File: src/rtl/gpio_port_bank.sv
module gpio_port_bank #(
  parameter int WIDTH = 8
) (
  input  logic             clk,
  input  logic             rst_n,
  input  logic             wr_en,
  input  logic             rd_en,
  input  logic [1:0]       addr,
  input  logic [WIDTH-1:0] wdata,
  output logic [WIDTH-1:0] rdata,
  input  logic             pud_all,
  input  logic [WIDTH-1:0] pin_in,
  output logic [WIDTH-1:0] pad_oe,
  output logic [WIDTH-1:0] pad_out,
  output logic [WIDTH-1:0] pad_pullup
);

  localparam logic [1:0] A_PIN = 2'd0;
  localparam logic [1:0] A_DIR = 2'd1;
  localparam logic [1:0] A_OUT = 2'd2;

  logic [WIDTH-1:0] dir_q, out_q, sync1_q, sync2_q;

  always_ff @(posedge clk or negedge rst_n) begin
    if (!rst_n) begin
      dir_q <= '0;
      out_q <= '0;
    end else if (wr_en) begin
      case (addr)
        A_DIR:   dir_q <= wdata;
        A_OUT:   out_q <= wdata;
        A_PIN:   out_q <= out_q ^ wdata;
        default: ;
      endcase
    end
  end

  always_ff @(posedge clk or negedge rst_n) begin
    if (!rst_n) begin
      sync1_q <= '0;
      sync2_q <= '0;
    end else begin
      sync1_q <= pin_in;
      sync2_q <= sync1_q;
    end
  end

  assign pad_oe     = dir_q;
  assign pad_out    = out_q;
  assign pad_pullup = ~dir_q & out_q & {WIDTH{~pud_all}};

  always_comb begin
    rdata = '0;
    if (rd_en) begin
      case (addr)
        A_PIN:   rdata = sync2_q;
        A_DIR:   rdata = dir_q;
        A_OUT:   rdata = out_q;
        default: rdata = '0;
      endcase
    end
  end

  logic [1:0] live_cnt;
  always_ff @(posedge clk or negedge rst_n) begin
    if (!rst_n) live_cnt <= '0;
    else if (live_cnt != 2'd2) live_cnt <= live_cnt + 2'd1;
  end


  toggle_flip_chk: assert property (@(posedge clk) disable iff (!rst_n)
    (wr_en && addr == A_PIN) |=> pad_out == ($past(pad_out) ^ $past(wdata)));


  no_pullup_on_drive_chk: assert property (@(posedge clk) disable iff (!rst_n)
    (pad_oe & pad_pullup) == '0);


  pud_kill_chk: assert property (@(posedge clk) disable iff (!rst_n)
    pud_all |-> pad_pullup == '0);


  sync_delay_chk: assert property (@(posedge clk) disable iff (!rst_n)
    (rd_en && addr == A_PIN && live_cnt == 2'd2) |-> rdata == $past(pin_in, 2));


  hold_chk: assert property (@(posedge clk) disable iff (!rst_n)
    !wr_en |=> ($stable(pad_oe) && $stable(pad_out)));


  unused_addr_chk: assert property (@(posedge clk) disable iff (!rst_n)
    (wr_en && addr == 2'd3) |=> ($stable(pad_oe) && $stable(pad_out)));

endmodule

File: config.mk
export PLATFORM = sky130hd
export DESIGN_NAME = gpio_port_bank
export DESIGN_NICKNAME = d
export VERILOG_FILES = /design/src/rtl/gpio_port_bank.sv
export SDC_FILE = /design/constraint.sdc
export NUM_CORES = 1
export LEC_CHECK = 0
export BUFFER_PORTS_ARGS = -buffer_cell sky130_fd_sc_hd__buf_4
export CAP_MARGIN = 25
export CORE_MARGIN = 10
export CORE_UTILIZATION = 30
export DETAILED_ROUTE_END_ITERATION = 10
export PLACE_DENSITY = 0.57
export SLEW_MARGIN = 10
export SYNTH_ARGS = -nofsm -noshare
export SYNTH_HDL_FRONTEND = slang
export SYNTH_SLANG_ARGS = --single-unit
File: constraint.sdc
create_clock -name clk -period 0.9 [get_ports clk]
set_input_delay 0.18 -clock clk [delete_from_list [all_inputs] [get_ports clk]]
set_output_delay 0.18 -clock clk [all_outputs]
set_load 0.02 [all_outputs]
* Word level (Yosys, flattened, before mapping) *
Index checks and enable logic that the tools add are counted.
W data, S select, Z words.

storage, ports and cells
  register bits after elaboration = 32
  input port bits = 23
  word-level logic and storage cells = 18

operators by class
  equality and inequality tests = 2
  mux-type cells = 3
  bitwise operators = 5
  reduce and logical (&&, ||, !) cells = 4

operators with widths
  kind                  number
  $pmux W8 S3           1
  $and A8 B8 Y8         2
  $pmux W8 S2           1
  $mux W8               1
  $not A8 Y8            1
  $xor A8 B8 Y8         1
  $reduce_and A2 Y1     2
  $eq A2 B1 Y1 const B  1
  $eq A2 B2 Y1 const B  1
  $logic_not A2 Y1      1
  $reduce_bool A2 Y1    1
  $not A1 Y1            1

* Depth between registers and ports, before layout *
  word-level depth = 3
  gate-level depth with buffers = 5
  gate-level depth less buffers = 3

* Worst setup path before layout *
No wires, ideal clock.

  kind = register to output
  start = register out_q[0], in the netlist pad_out[0]
  end = output port pad_pullup[0]
  arrival time = 1.041 ns
  data required time = 0.720 ns
  slack = -0.321 ns
  stages on the path, launching flop included = 2
  path buffers = 0
  path through = dfrtp_1 > nor3b_1

between the ends
  word-level cells in the longest chain between the ends = 2

RTL lines
  item                         line  text
  start: declaration           22    logic [WIDTH-1:0] dir_q, out_q, sync1_q, sync2_q;
  start signal: assignment     31    A_OUT: out_q <= wdata;
  start signal: assignment     32    A_PIN: out_q <= out_q ^ wdata;
  $and A8 B8 Y8 (2 in series)  50    assign pad_pullup = ~dir_q & out_q & {WIDTH{~pud_all}};
  end: declaration             15    output logic [WIDTH-1:0] pad_pullup

No other way between the ends.

* Worst setup path in the final report *
  start = register out_q[6], in the netlist pad_out[6]
  end = output port rdata[6]

between the ends
  word-level cells in the longest chain between the ends = 2

RTL lines
  item              line  text
  $pmux W8 S3       55    case (addr)
  $mux W8           54    if (rd_en) begin
  end: declaration  10    output logic [WIDTH-1:0] rdata,

No other way between the ends.

==> results.txt <==
The run finished, with violations left. The checks that failed: setup timing. Global routing used 11.0% of the available tracks across all layers. The post-synthesis average cell area is 12.8 sq um. The clock sink total is 32. The number of global-route vias before repair came to 1365. Power spread over the standard cell area amounts to 1800 mW/mm^2. The antenna cell count is 0. The net count of the finished layout came out at 234.

The share of the yosys chip area belonging to registers is 55.4%. The max-cap check violation count came out at 0. Leaving out fill and tap cells, the most frequent cell in the layout is sky130_fd_sc_hd__buf_6.

The chip height is 89.4 microns. The cell count after synthesis came out at 113. The final worst setup slack is -0.466 ns.

The worst setup timing slack at the placement stage is -0.333 ns. Before antenna repair, the detailed router went through 4 iterations. In this run the tightest slew margin relative to its limit is 73.2%. Counting the buffers created by CTS gives 5. The worst hold path belongs to the class input pin to flip-flop. The critical-path maximum fanout came out at 2. The count of input and output buffers is 54. The worst vdd rail ir drop came out at 0.00118 V.

The maximum buffer depth of the clock tree is 2. The insertion delay of the later-clocked pin in the worst-skew pair came out at 0.27 ns. The period utilization is 152%. Summed over all layers, the global routing overflow is 0. The net count of the mapped netlist came out at 136.

The type of destination of the critical path is an output pin. The area added between synthesis and finish came out at 84.9%. The first routing iteration left 85 violations.

TritonCTS built the clock tree. The setup-violating endpoint count in the final report is 41. Counting distinct cell types in the post-synthesis netlist gives 16. The number of max-slew violations in the final report is 0.

The Yosys step of the flow raised 0 warnings. The detailed-route DRC error count is 0. In this run the horizontal extent of the chip is 89.4 microns. The initial antenna violation count is 0. The placeable core region came out at 0.00469 sq mm. In the layout the commonest cells are 62 x sky130_fd_sc_hd__buf_6, 27 x sky130_fd_sc_hd__buf_4, 16 x sky130_fd_sc_hd__dfrtp_2, 16 x sky130_fd_sc_hd__dfrtp_1, 10 x sky130_fd_sc_hd__o21ai_1. The routed layout has 1286 vias.

The total I/O pin count is 55. The global routing stage identified its most utilized layer as met2. Cells with a size suffix above 1 make up 61.8% of the layout.

The area after detailed placement came out at 0.00211 sq mm. The number of H-tree levels is 2. Setup repair after global routing could not meet its margin everywhere. The worst setup path is launched from a flip-flop. Using the TritonRoute via totals, the vias-per-cell ratio works out to 4.83. The pin count of the biggest net entering global routing is 33. For this run, global-route usage on met2 was measured as 19.0%. The HPWL after detailed placement is 3.06 mm.

Summed over all cells, the static leakage comes to 1.22 nW. The share of the synthesized area in the top cell type is 55.4%. The setup path with the least slack is of type flip-flop to output pin. Global routing used 4.65% of the available met3 tracks.

The filler cells instantiated in the layout total 398. The floorplan step defined a die boundary enclosing 0.00800 sq mm. The required time of the worst setup path is 0.72 ns. The post-synthesis register bit count came out at 32. The post-route total power came out at 4.82 mW.

The tree is rooted in a sky130_fd_sc_hd__clkbuf_8. For the pin with the worst max-slew slack, the measured transition is 0.402 ns. For the final database, setup skew stands at 0.000298 ns. The effective utilization at floorplan came out at 30.8%. The global routing met1 resource utilization is 11.7%. The arrival time of data at the critical path endpoint came out at 1.19 ns.

Setup slack on the worst reg-to-reg path comes out at -0.14 ns. The clock transition at the registers of the reported paths is 0.06 ns. In the final routed layout, each cell accounts on average for 16.6 microns.

The final count of hold timing violations came to 0. Summed over all instances, the cell type with the most area after synthesis is sky130_fd_sc_hd__dfrtp_1. The final critical delay including setup and external delays is 1.37 ns. The maximum clock frequency is 0.732 GHz. In this run the remaining antenna-violating nets after routing total 0. Routability-driven placement finished with a final weighted congestion of 0.749. Ranked by total cell area, the synthesized netlist is headed by sky130_fd_sc_hd__dfrtp_1 55%, sky130_fd_sc_hd__mux2_1 6.2%, sky130_fd_sc_hd__a32o_1 5.5%, sky130_fd_sc_hd__mux2i_1 5.5%, sky130_fd_sc_hd__nand3b_1 4.2%. The first-pass GRT wire length is 6.64 mm. The total routed wirelength is 4.41 mm. The final non-filler cell area is 0.00268 sq mm. The number of placement rows came out at 25. In this run the cell area of the synthesized design comes to 0.00145 sq mm.
-- through the flow --
stage	hold WS [ns]	instances	utilization, %	TNS [ns]
finish	0.140	266	57.0	-11.16
global route	0.127	266	57.0	-12.99
CTS	0.000257	251	53.4	-10.41
detailed placement	0.142	230	44.9	-7.32
global placement	0.135	230	44.9	-6.69
floorplan	-0.116	113	-	-0.966
-- sequential cells by signal (all words and copies together) (netlist names) --
signal / count
sync1_q: 8
pad_oe: 8
sync2_q: 8
pad_out: 8
-- power by group --
part | internal [mW] | switching, mW | total, mW
registers | 1.63 | 0.177 | 1.81
clock network | 0.622 | 0.469 | 1.09
logic | 1.16 | 0.756 | 1.92
total | 3.42 | 1.40 | 4.82
-- area by class of cell --
type,instances,area (sq um),share of cell area [%]
repair buffers,98,991,37.0
flip-flops and latches,32,821,30.7
multi-input cells,74,706,26.4
clock buffers,8,90.1,3.37
well taps,54,67.6,2.53
-- cells in the mapped netlist (all sizes together) --
library cell,number
a32o,8
nand2b,8
clkbuf,1
nor3b,8
o21ai,16
dfrtp,32
mux2i,8
buf,6
and2,8
nor2b,1
mux2,8
nand3b,9
-- layer usage --
layer	vias to the layer above	routed length, microns
met1	641	1640
met3	2	319
met5	-	0
met2	38	2430
met4	0	25
li1	605	-
-- final timing paths --
kind,start,endpoint,cells after the start
max in group asynchronous,rst_n,pad_out[0],2
setup reg to reg,pad_out[3],pad_out[3],4
hold / removal,wdata[0],pad_oe[0],2
hold reg to reg,sync1_q[6],sync2_q[6],0
min in group asynchronous,rst_n,sync2_q[0],2
setup / recovery,pad_out[6],rdata[6],4
-- logic make-up (layout without fill, tap and decap cells) --
logic type      Yosys count  after routing  share of synthesized area [%]
compound gates           24             24                           11.1
buf+inv                   7            106                           4.24
flops                    32             32                           55.4
mux                      16             16                           11.8
simple gates             34             34                           17.6
-- critical path: stages, from the launching register on --
cell and delay, ns:
sky130_fd_sc_hd__dfrtp_2 0.42, sky130_fd_sc_hd__mux2i_1 0.15, sky130_fd_sc_hd__o21ai_1 0.07, sky130_fd_sc_hd__and2_4 0.15, sky130_fd_sc_hd__buf_6 0.12
-- timing repair --
action / CTS / global route
hold buffers: 4 / 5
setup endpoints to repair: 43 / 41
gates resized for setup: 53 / 15
pin swaps: 8 / 11
setup buffers: 9 / 14
hold endpoints to repair: 35 / 5
Note: power is estimated with default switching activity, not from simulation.
